**src/rtl/trip_out_pkg.sv**
```systemverilog
package trip_out_pkg;
  typedef enum logic {
    IND_FOLLOW = 1'b0,
    IND_LATCH  = 1'b1
  } ind_mode_e;
endpackage

```
**src/rtl/trip_sq_div.sv**
```systemverilog
module trip_sq_div #(
  parameter int unsigned HALF_CYC = 3906
) (
  input  logic clk_i,
  input  logic rst_ni,
  input  logic run_i,
  output logic sq_o
);
  localparam int unsigned CW = (HALF_CYC > 1) ? $clog2(HALF_CYC) : 1;
  localparam logic [CW-1:0] LAST = CW'(HALF_CYC - 1);

  logic [CW-1:0] cnt_q;
  logic          ph_q;

  // idle holds phase high so each run starts on the high half
  always_ff @(posedge clk_i or negedge rst_ni) begin
    if (!rst_ni) begin
      cnt_q <= '0;
      ph_q  <= 1'b1;
    end else if (!run_i) begin
      cnt_q <= '0;
      ph_q  <= 1'b1;
    end else if (cnt_q == LAST) begin
      cnt_q <= '0;
      ph_q  <= ~ph_q;
    end else begin
      cnt_q <= cnt_q + 1'b1;
    end
  end

  assign sq_o = run_i & ph_q;
endmodule

```
**src/rtl/trip_pf_ext.sv**
```systemverilog
module trip_pf_ext #(
  parameter int unsigned EXT_CYC = 150_000_000
) (
  input  logic clk_i,
  input  logic rst_ni,
  input  logic uv_i,
  output logic blk_o
);
  localparam int unsigned CW = $clog2(EXT_CYC + 1);
  localparam logic [CW-1:0] LOAD = CW'(EXT_CYC);

  logic [CW-1:0] cnt_q;

  // reload while undervoltage persists; a relapse restarts the window
  always_ff @(posedge clk_i or negedge rst_ni) begin
    if (!rst_ni)            cnt_q <= '0;
    else if (uv_i)          cnt_q <= LOAD;
    else if (cnt_q != '0)   cnt_q <= cnt_q - 1'b1;
  end

  assign blk_o = uv_i | (cnt_q != '0);
endmodule

```
**src/rtl/trip_btn_clr.sv**
```systemverilog
module trip_btn_clr #(
  parameter int unsigned DB_CYC = 2_500_000
) (
  input  logic clk_i,
  input  logic rst_ni,
  input  logic btn_i,
  output logic press_o
);
  localparam int unsigned CW = (DB_CYC > 1) ? $clog2(DB_CYC) : 1;
  localparam logic [CW-1:0] LAST = CW'(DB_CYC - 1);

  logic [1:0]    sync_q;
  logic          state_q;
  logic          press_q;
  logic [CW-1:0] cnt_q;

  always_ff @(posedge clk_i or negedge rst_ni) begin
    if (!rst_ni) begin
      sync_q  <= '0;
      state_q <= 1'b0;
      press_q <= 1'b0;
      cnt_q   <= '0;
    end else begin
      sync_q  <= {sync_q[0], btn_i};
      press_q <= 1'b0;
      if (sync_q[1] == state_q) begin
        cnt_q <= '0;
      end else if (cnt_q == LAST) begin
        cnt_q   <= '0;
        state_q <= sync_q[1];
        press_q <= sync_q[1];
      end else begin
        cnt_q <= cnt_q + 1'b1;
      end
    end
  end

  assign press_o = press_q;
endmodule

```
**src/rtl/trip_out_gate.sv**
```systemverilog
module trip_out_gate
  import trip_out_pkg::*;
#(
  parameter int unsigned HALF_CYC = 3906,
  parameter int unsigned EXT_CYC  = 150_000_000,
  parameter int unsigned DB_CYC   = 2_500_000
) (
  input  logic clk_i,
  input  logic rst_ni,
  input  logic trip_held_i,
  input  logic alarm_i,
  input  logic pwr_fail_a_ni,
  input  logic pwr_fail_b_ni,
  input  logic ind_latch_en_i,
  input  logic clr_btn_i,
  output logic emr_drv_o,
  output logic ssr_drv_o,
  output logic trip_ind_o,
  output logic blocked_o
);
  logic      uv;
  logic      pf_blk;
  logic      active;
  logic      press;
  logic      ind_q;
  ind_mode_e mode;

  assign uv     = ~pwr_fail_a_ni & ~pwr_fail_b_ni;
  assign mode   = ind_mode_e'(ind_latch_en_i);

  trip_pf_ext #(.EXT_CYC(EXT_CYC)) u_pf_ext (
    .clk_i (clk_i),
    .rst_ni(rst_ni),
    .uv_i  (uv),
    .blk_o (pf_blk)
  );

  assign blocked_o = alarm_i | pf_blk;
  assign active    = trip_held_i & ~blocked_o;

  trip_sq_div #(.HALF_CYC(HALF_CYC)) u_sq_div (
    .clk_i (clk_i),
    .rst_ni(rst_ni),
    .run_i (active),
    .sq_o  (ssr_drv_o)
  );

  trip_btn_clr #(.DB_CYC(DB_CYC)) u_btn_clr (
    .clk_i  (clk_i),
    .rst_ni (rst_ni),
    .btn_i  (clr_btn_i),
    .press_o(press)
  );

  // set wins over clear; follow mode keeps the latch empty
  always_ff @(posedge clk_i or negedge rst_ni) begin
    if (!rst_ni)                 ind_q <= 1'b0;
    else if (mode == IND_FOLLOW) ind_q <= 1'b0;
    else if (active)             ind_q <= 1'b1;
    else if (press)              ind_q <= 1'b0;
  end

  assign emr_drv_o  = active;
  assign trip_ind_o = (mode == IND_LATCH) ? (ind_q | active) : active;
endmodule

```
**config.mk**
```make
export PLATFORM = sky130hd
export DESIGN_NAME = trip_out_gate
export DESIGN_NICKNAME = d
export VERILOG_FILES = /design/src/rtl/trip_out_pkg.sv /design/src/rtl/trip_sq_div.sv /design/src/rtl/trip_pf_ext.sv /design/src/rtl/trip_btn_clr.sv /design/src/rtl/trip_out_gate.sv
export SDC_FILE = /design/constraint.sdc
export NUM_CORES = 1
export LEC_CHECK = 0
export BUFFER_PORTS_ARGS = -buffer_cell sky130_fd_sc_hd__buf_2
export CORE_MARGIN = 2
export CORE_UTILIZATION = 56
export CTS_CLUSTER_DIAMETER = 30
export DETAILED_ROUTE_END_ITERATION = 16
export GPL_TIMING_DRIVEN = 0
export PLACE_DENSITY = 0.86
export SYNTH_ARGS = -nofsm -noshare
export SYNTH_HDL_FRONTEND = slang
export SYNTH_HIERARCHICAL = 1
export SYNTH_SLANG_ARGS = --single-unit
```
**constraint.sdc**
```tcl
create_clock -name clk_i -period 2.3 [get_ports clk_i]
set_input_delay 0.115 -clock clk_i [delete_from_list [all_inputs] [get_ports clk_i]]
set_output_delay 0.115 -clock clk_i [all_outputs]
set_load 0.005 [all_outputs]
```
==> reports/results.ini, run 1 <==
[run_status]
status = finished with violations
violations = setup timing

[die]
die_area_sq_mm = 0.00720
core_area_sq_mm = 0.00635
fp.dieH_microns = 84.8
initial_core_util_pct = 57.6
rows = 29
num_io_pins = 12
fp.dieW_microns = 84.8

[yosys]
synth-seq-area-share_pct = 46.5
synth_common_cells = dfrtp_1 (67), nor2_1 (66), xnor2_1 (25)
ys_types = 55
async_flop_share_pct = 100
synth_seq_cells = 68
synth_area_sq_mm = 0.00366
netlist_instances = 368
syn_nets = 381
ys_warn_count = 6
yosysTopAreaCell = dfrtp_1
syn_avg_cell_area_sq_um = 9.94
yosysMostFrequentCell = dfrtp_1
synthTopCellsByArea = dfrtp_1 (46%), nor2_1 (6.8%), xnor2_1 (6.0%), xor2_1 (5.0%), nand4_1 (2.9%)
synth_edf_count = 0
synth_ff_type = dfrtp_1
post-synth-top-area-fraction_pct = 45.8

[critical_path]
cp_max_fo = 6
path_cells = nor2_1 > nand4_1 > or3_4 > nor3b_4 > and2_4 > buf_6
crit_arrival_ns = 2.37
cpPeakStageDelay_ns = 0.43
critPathTopFamily = simple AND/OR/NAND/NOR gates
start_kind = flop
rr_worst_depth = 9
worstPathRequired_ns = 2.18
path_class = reg -> out
cp_slowest_cell = or3_4
cp-end-kind = output port
cp_num_buf_inv = 1
cp_num_cells = 6

[finish]
syn_to_final_growth_pct = 16.4
instances_no_fill = 487
num-fill-cells = 446
drive_above_1_share_pct = 20.2
final_nets = 420
utilization_pct = 67.1
final_area_sq_mm = 0.00426
diodes = 0

[place]
place_ws_ns = -0.243
dp_cells = 456
placed_area_sq_mm = 0.00381
port_buffers = 11
gp_congestion = 0.891
post-dp-hpwl_mm = 5.08

[global_routing]
grt_pass1_vias = 2773
grt_usage_pct = 22.6
grt_pass1_wl_mm = 12.9
antenna_found_initial = 0
overflow = 0
grt_max_degree = 69

[drt]
dr.first_iter.drc_count = 235
vias = 3043
drtAntennaViolNets = 0
drtPass1Iterations = 6
wl_per_cell_microns = 17.7
drc = 0
viasPerCell = 6.25
drt-total-wl_mm = 8.61

[sta]
fin_crit_sh_pct = 108
hold_viol = 0
final-max-slew-violation-count = 0
setup_tns_ns = -1.03
finalCriticalPeriod_ns = 2.49
worst_pin_slew_ns = 0.844
hold_slack_ns = 0.159
slew_headroom_pct = 43.7
skew_ns = 0.00893
finalSetupViolations = 15
max_freq_mhz = 402
rsz0062_at_grt = yes
finalWorstSetupSlack_ns = -0.189

[job]
maxCapViolCount = 0

[clock_network]
path_clk_slew_ns = 0.07
cts_sinks = 68
htreeDepth = 3
clock_path_buffers = 2
cts-buffers-inserted = 9
cts_tree = built
cts-root-buf = clkbuf_8
insertion_delay_ns = 0.34

[worst_hold_path]
hold-path-cell-count = 4
min_path_type = in -> reg

[power_and_ir_drop]
max-vdd-ir-drop_v = 0.000551
power_mw = 2.72
powerDensity_mw_per_mm2 = 639
p_leak_nw = 1.68

routing by layer:
layer	track usage [%]	up-vias	wire [microns]
li1	-	1389	-
met2	36.9	143	4360
met3	7.30	30	535
met4	8.37	0	197
met1	28.4	1481	3520
met5	0	-	0
tightest hold or removal path, stage by stage:
cell and delay (ns):
buf_2 0.07, nor2_1 0.08, nor2b_1 0.11, mux2i_1 0.08
timing repair:
| action | in CTS | in global routing |
|---|---|---|
| pin swaps | 9 | 13 |
| buffers inserted | 5 | 8 |
| cloned | 0 | 1 |
| hold endpoints to repair | 69 | 0 |
| setup endpoints to repair | 18 | 33 |
| hold buffers | 3 | 0 |
| resized for setup | 5 | 27 |
cells by family (layout without fill, tap and decap cells):
kind of cell / after synthesis / in the layout / synth area share, %
AO/OA/AOI/OAI: 27 / 27 / 5.20
AND/OR/NAND/NOR: 199 / 199 / 31.3
adder cells (fa/ha/maj): 5 / 5 / 1.71
multiplexers: 7 / 7 / 2.12
flip-flops: 68 / 68 / 46.5
buffers and inverters: 16 / 58 / 2.15
XOR/XNOR: 46 / 46 / 11.0
flip-flops by register name, summed over array words and instances (netlist names):
register and count:
u_pf_ext/cnt_q 28, u_btn_clr/cnt_q 22, u_sq_div/cnt_q 12, u_btn_clr/sync_q 2, ind_q 1, u_btn_clr/press_o 1, u_btn_clr/state_q 1, u_sq_div/ph_q 1
cell usage in the layout, fill, tap and decap left out, types with 3 or more instances in the layout:
master,n
nor2_4,7
nor4b_1,5
nand3_1,14
nor3_1,15
xnor2_1,25
o21ai_0,7
buf_2,11
and3_1,7
nor2b_1,4
a21oi_1,5
nor2_2,4
inv_1,7
buf_6,5
nor4_4,3
ha_1,5
clkbuf_8,11
or4_1,4
buf_4,13
dfrtp_1,66
nor4_1,14
mux2i_1,4
nand2_1,12
nor2_1,55
xor2_1,21
or2_2,3
nand4b_1,3
and4_1,3
nand2b_1,6
clkbuf_1,5
or3_1,5
dlygate4sd3_1,3
nand4_1,17
worst paths after layout:
kind	slack, ns	from	end
hold reg to reg	0.39	u_btn_clr/sync_q[0]	u_btn_clr/sync_q[1]
hold / removal	0.16	pwr_fail_a_ni	u_pf_ext/cnt_q[8]
min in group asynchronous	0.41	rst_ni	ind_q
max in group asynchronous	1.27	rst_ni	u_pf_ext/cnt_q[17]
setup reg to reg	-0.08	u_pf_ext/cnt_q[6]	u_sq_div/cnt_q[8]
setup / recovery	-0.19	u_pf_ext/cnt_q[6]	ssr_drv_o
layout make-up:
class | instances | area (sq um) | share of cell area, %
timing repair buffer | 28 | 213 | 5.00
clock buffer | 12 | 155 | 3.64
inverter | 7 | 26.3 | 0.617
buffer | 9 | 56.3 | 1.32
clock inverter | 2 | 35.0 | 0.823
sequential | 68 | 1700 | 40.0
multi-input combinational | 284 | 1970 | 46.3
tap | 77 | 96.3 | 2.26
report_power, final:
| group | switching [mW] | leakage (nW) | internal [mW] |
|---|---|---|---|
| clock network | 0.421 | 0.0983 | 0.547 |
| logic | 0.227 | 0.701 | 0.162 |
| registers | 0.102 | 0.878 | 1.26 |
(Power assumes the default switching activity.)
==> run 2: changes to the inputs <==
- SKIP_CTS_REPAIR_TIMING: not set -> 1
==> run 2 against run 1 <==
Effect of this change: the run still ends with setup timing left; first-iteration DRC count rose by 1.7%; register-to-register slack improved by 0.09 ns; sequential cell count did not move; cell count rose by 0.21%; highest routed layer unchanged; core utilization fell by 1.2 points; critical path depth did not move; clock skew rose by 0.0021 ns; die area did not move; clock power barely moved; global-route usage fell by 0.77 points; fmax fell by 3.4%.
==> reports/results.ini, run 2 (same netlist as run 1, synthesis figures left out) <==
[run_status]
status = finished with violations
violations = setup timing

[clock_network]
htreeDepth = 3  ; unchanged
insertion_delay_ns = 0.34  ; about the same
clock_path_buffers = 2  ; unchanged
cts-buffers-inserted = 9  ; unchanged
cts_sinks = 68  ; unchanged
cts-root-buf = clkbuf_8
path_clk_slew_ns = 0.07  ; about the same
cts_tree = built

[drt]
wl_per_cell_microns = 16.2  ; -8.6%
viasPerCell = 6.06  ; -3.1%
dr.first_iter.drc_count = 239  ; +1.7%
vias = 2956  ; -2.9%
drtAntennaViolNets = 0  ; unchanged
drt-total-wl_mm = 7.89  ; -8.4%
drc = 0  ; unchanged
drtPass1Iterations = 5  ; -1

[sta]
slew_headroom_pct = 44.5  ; +0.75 points
hold_viol = 0  ; unchanged
setup_tns_ns = -0.725  ; +0.305 ns
fin_crit_sh_pct = 112  ; +3.9 points
finalWorstSetupSlack_ns = -0.278  ; -0.0887 ns
rsz0062_at_grt = yes
worst_pin_slew_ns = 0.833  ; -0.0113 ns
finalCriticalPeriod_ns = 2.58  ; +0.0887 ns
max_freq_mhz = 388  ; -3.4%
final-max-slew-violation-count = 0  ; unchanged
skew_ns = 0.0110  ; +0.00210 ns
finalSetupViolations = 4  ; -11

[critical_path]
path_class = reg -> out
cp_slowest_cell = or3_4
cpPeakStageDelay_ns = 0.45  ; +0.02 ns
crit_arrival_ns = 2.46  ; +0.09 ns
r2r_slack_ns = 0.01  ; +0.09 ns
rr_worst_depth = 7  ; -2
cp_num_buf_inv = 1  ; unchanged
cp_max_fo = 6  ; unchanged
start_kind = flop
reg2reg_to = u_sq_div/cnt_q[8]
worstPathRequired_ns = 2.18  ; about the same
critPathTopFamily = simple AND/OR/NAND/NOR gates
path_cells = nor4_4 > nand4_1 > or3_4 > nor3b_4 > and2_4 > buf_6
r2r_start = u_pf_ext/cnt_q[9]
cp-end-kind = output port

[power_and_ir_drop]
max-vdd-ir-drop_v = 0.000571  ; +3.7%
power_mw = 2.74  ; +0.73%
powerDensity_mw_per_mm2 = 655  ; +2.6%
p_leak_nw = 1.68  ; -0.12%

[place]
port_buffers = 11  ; unchanged
post-dp-hpwl_mm = 5.08  ; unchanged
place_ws_ns = -0.243  ; unchanged
gp_congestion = 0.891  ; unchanged
placed_area_sq_mm = 0.00381  ; unchanged

[finish]
final_nets = 421  ; +0.24%
largest_register = u_pf_ext/cnt_q
utilization_pct = 65.8  ; -1.2 points
syn_to_final_growth_pct = 14.3
mostFrequentLayoutCells = nor2_1 (65), dfrtp_1 (64), xnor2_1 (25)
top_regs = u_pf_ext/cnt_q x28, u_btn_clr/cnt_q x22, u_sq_div/cnt_q x12
regArea_sq_mm = 0.00171  ; +0.15%
drive_above_1_share_pct = 18.5  ; -1.8 points
diodes = 0  ; unchanged
layout_commonest_cell = nor2_1
final_area_sq_mm = 0.00418  ; -1.8%
multi_input_area_sq_mm = 0.00190  ; -3.4%
largest_reg_flops = 28  ; unchanged
num-fill-cells = 469  ; +5.2%

[worst_hold_path]
min_path_type = in -> reg
hold_end = ind_q
hold_start = ind_latch_en_i
hold-path-cell-count = 2  ; -2

[global_routing]
grt_pass1_wl_mm = 12.5  ; -2.8%
antenna_found_initial = 0  ; unchanged
grt_pass1_vias = 2714  ; -2.1%
grt_usage_pct = 21.9  ; -0.77 points
overflow = 0  ; unchanged
grt_max_degree = 69  ; unchanged

[die]
initial_core_util_pct = 57.6  ; unchanged
rows = 29  ; unchanged
die_area_sq_mm = 0.00720  ; unchanged
fp.dieH_microns = 84.8  ; unchanged
core_area_sq_mm = 0.00635  ; unchanged
fp.dieW_microns = 84.8  ; unchanged
num_io_pins = 12  ; unchanged

[job]
maxCapViolCount = 0  ; unchanged

-- run 2: changes by cell type in the layout (fill, tap and decap cells not counted), sizes merged --
cell	before	now
buf	30	32
dlygate4sd3	3	2
-- run 2: worst max path at each step --
stage / slack, ns / from / cells past startpoint / to
4_1_cts: -0.59 / u_pf_ext/cnt_q[12] / 6 / ssr_drv_o
5_1_grt: -0.37 / u_pf_ext/cnt_q[8] / 6 / ssr_drv_o
2_1_floorplan: 0.08 / u_pf_ext/cnt_q[16] / 8 / u_sq_div/cnt_q[10]
3_5_place_dp: -0.24 / u_pf_ext/cnt_q[12] / 7 / u_sq_div/cnt_q[8]
3_3_place_gp: -0.18 / u_pf_ext/cnt_q[12] / 7 / u_sq_div/cnt_q[7]
6_report: -0.28 / u_pf_ext/cnt_q[9] / 6 / ssr_drv_o
-- run 2: per-stage QoR --
step | hold slack (ns) | std cells
final | 0.00863 | 488
after global routing | 0.00241 | 488
after CTS | -0.136 | 470
after detailed placement | 0.225 | 456
after global placement | 0.225 | 456
after floorplan | -0.181 | 368
-- run 2: where the power goes --
| group | internal, mW | total (mW) | switching, mW |
|---|---|---|---|
| clock network | 0.547 | 0.967 | 0.420 |
| registers | 1.26 | 1.36 | 0.102 |
| logic | 0.185 | 0.408 | 0.222 |
| total | 2.00 | 2.74 | 0.744 |
-- run 2: metal layers --
| metal | GRT usage, % | up-vias | routed length [microns] |
|---|---|---|---|
| met5 | 0 | - | 0 |
| met2 | 34.9 | 111 | 3980 |
| li1 | - | 1391 | - |
| met4 | 7.22 | 0 | 121 |
| met1 | 28.4 | 1437 | 3340 |
| met3 | 7.30 | 17 | 454 |
-- run 2: cell type report --
type | instances | share of cell area (%)
clock inverter | 2 | 0.838
inverter | 7 | 0.629
timing repair buffer | 29 | 4.88
multi-input combinational | 284 | 45.6
clock buffer | 12 | 3.71
tap | 77 | 2.30
buffer | 9 | 1.26
sequential | 68 | 40.8
==> run 3: changes to the inputs <==
- RECOVER_POWER: not set -> 25
==> run 3 against run 2 <==
Effect of this change: sequential share of layout area about the same; worst hold slack unchanged; via count stayed put; largest cell class unchanged; the run ends with capacitance limit, slew limit, setup timing left; first-iteration DRC count unchanged; fmax did not move; clock skew is the same; count of clock-buffer cells in the layout is the same.
==> reports/results.ini, run 3 (same netlist as run 1, synthesis figures left out) <==
[run_status]
status = finished with violations
violations = capacitance limit, slew limit, setup timing

[die]
core_area_sq_mm = 0.00635  ; unchanged
die_area_sq_mm = 0.00720  ; unchanged
initial_core_util_pct = 57.6  ; unchanged
num_io_pins = 12  ; unchanged
fp.dieH_microns = 84.8  ; unchanged
rows = 29  ; unchanged
fp.dieW_microns = 84.8  ; unchanged

[sta]
worst_pin_slew_ns = 1.62  ; +0.789 ns
finalSetupViolations = 4  ; unchanged
fin_crit_sh_pct = 112  ; unchanged
rsz0062_at_grt = yes
skew_ns = 0.0110  ; unchanged
finalCriticalPeriod_ns = 2.58  ; unchanged
hold_slack_ns = 0.00863  ; unchanged
finalWorstSetupSlack_ns = -0.278  ; unchanged
hold_viol = 0  ; unchanged
max_freq_mhz = 388  ; unchanged
slew_headroom_pct = -8.08  ; -53 points
final-max-slew-violation-count = 69  ; +69

[critical_path]
cp_num_buf_inv = 1  ; unchanged
rr_worst_depth = 7  ; unchanged
cpPeakStageDelay_ns = 0.45  ; about the same
start_kind = flop
r2r_slack_ns = 0.01  ; about the same
cp_max_fo = 6  ; unchanged
path_class = reg -> out
worstPathRequired_ns = 2.18  ; about the same
r2r_start = u_pf_ext/cnt_q[9]
reg2reg_to = u_sq_div/cnt_q[8]
cp-end-kind = output port
path_cells = nor4_4 > nand4_1 > or3_4 > nor3b_4 > and2_4 > buf_6
crit_arrival_ns = 2.46  ; about the same
critPathTopFamily = simple AND/OR/NAND/NOR gates
cp_slowest_cell = or3_4

[clock_network]
cts_tree = built
cts-buffers-inserted = 9  ; unchanged
cts_sinks = 68  ; unchanged
path_clk_slew_ns = 0.07  ; about the same
clock_path_buffers = 2  ; unchanged
insertion_delay_ns = 0.34  ; about the same
cts-root-buf = clkbuf_8
htreeDepth = 3  ; unchanged

[power_and_ir_drop]
powerDensity_mw_per_mm2 = 656  ; about the same
pwr-share-comb_pct = 14.9  ; about the same
power_switching_mw = 0.744  ; about the same
pwr-share-clk_pct = 35.3  ; about the same
p_seq_share_pct = 49.8  ; about the same
switching_share_pct = 27.2  ; about the same
max-vdd-ir-drop_v = 0.000571  ; about the same
p_leak_nw = 1.67  ; about the same
p_int_mw = 1.99  ; about the same

[finish]
top_regs = u_pf_ext/cnt_q x28, u_btn_clr/cnt_q x22, u_sq_div/cnt_q x12
instances_no_fill = 488  ; unchanged
diodes = 0  ; unchanged
final_area_sq_mm = 0.00418  ; about the same
largest_reg_flops = 28  ; unchanged
mostFrequentLayoutCells = nor2_1 (65), dfrtp_1 (64), xnor2_1 (25)
layout_commonest_cell = nor2_1
drive_above_1_share_pct = 18.5  ; unchanged
syn_to_final_growth_pct = 14.2  ; about the same
final_nets = 421  ; unchanged
utilization_pct = 65.8  ; about the same
largest_register = u_pf_ext/cnt_q

[global_routing]
grt_usage_pct = 21.9  ; unchanged
antenna_found_initial = 0  ; unchanged
overflow = 0  ; unchanged
grt_pass1_wl_mm = 12.5  ; unchanged
grt_max_degree = 69  ; unchanged
grt_pass1_vias = 2714  ; unchanged

[place]
gp_congestion = 0.891  ; unchanged
placed_area_sq_mm = 0.00381  ; unchanged
port_buffers = 11  ; unchanged
post-dp-hpwl_mm = 5.08  ; unchanged
dp_cells = 456  ; unchanged

[worst_hold_path]
hold_end = ind_q
hold_start = ind_latch_en_i
min_path_type = in -> reg
hold-path-cell-count = 2  ; unchanged

[drt]
drtPass1Iterations = 5  ; unchanged
drtAntennaViolNets = 0  ; unchanged
wl_per_cell_microns = 16.2  ; about the same
viasPerCell = 6.06  ; unchanged
vias = 2956  ; unchanged
drc = 0  ; unchanged
drt-total-wl_mm = 7.89  ; about the same
dr.first_iter.drc_count = 239  ; unchanged

[job]
maxCapViolCount = 1  ; +1

[run 3: power groups by stage]
stage	logic, mW	registers, mW	clock network, mW
detailed placement	0.332	1.38	0
CTS	0.338	1.36	0.992
finish	0.407	1.37	0.967
floorplan	0.251	1.36	0
global placement	0.318	1.37	0
global route	0.445	1.37	1.05
[run 3: worst reg2reg max path: stages (launching register included)]
cell and delay, ns:
dfrtp_2 0.43, nor4_4 0.38, nand4_1 0.25, or3_4 0.45
nor3b_4 0.31, nand2_2 0.11, buf_6 0.15, nor2_1 0.14
[run 3: worst max path at each step]
| stage | start | end | cells after the start | slack [ns] |
|---|---|---|---|---|
| 2_1_floorplan | u_pf_ext/cnt_q[16] | u_sq_div/cnt_q[10] | 8 | 0.08 |
| 3_3_place_gp | u_pf_ext/cnt_q[12] | u_sq_div/cnt_q[7] | 7 | -0.18 |
| 3_5_place_dp | u_pf_ext/cnt_q[12] | u_sq_div/cnt_q[8] | 7 | -0.24 |
| 4_1_cts | u_pf_ext/cnt_q[12] | ssr_drv_o | 6 | -0.59 |
| 5_1_grt | u_pf_ext/cnt_q[8] | ssr_drv_o | 6 | -0.37 |
| 6_report | u_pf_ext/cnt_q[9] | ssr_drv_o | 6 | -0.28 |
[run 3: routing by layer]
| metal | vias to the layer above | GRT usage, % | routed length (microns) |
|---|---|---|---|
| met3 | 17 | 7.30 | 454 |
| met5 | - | 0 | 0 |
| met1 | 1437 | 28.4 | 3340 |
| li1 | 1391 | - | - |
| met4 | 0 | 7.22 | 121 |
| met2 | 111 | 34.9 | 3980 |
[run 3: per-stage QoR]
| stage | TNS (ns) | setup WS [ns] | total power, mW |
|---|---|---|---|
| floorplan | 0 | 0.0802 | 1.61 |
| global placement | -2.17 | -0.175 | 1.69 |
| detailed placement | -2.86 | -0.243 | 1.71 |
| CTS | -4.71 | -0.587 | 2.69 |
| global route | -1.48 | -0.372 | 2.86 |
| finish | -0.725 | -0.278 | 2.74 |
[run 3: cell type report]
type	instances	area (sq um)
Timing Repair Buffer	29	201
Sequential cell	68	1710
Multi-Input combinational cell	284	1900
Fill cell	470	2170
Clock buffer	12	155
Clock inverter	2	35.0
Buffer	9	52.6
Inverter	7	26.3
Tap cell	77	96.3
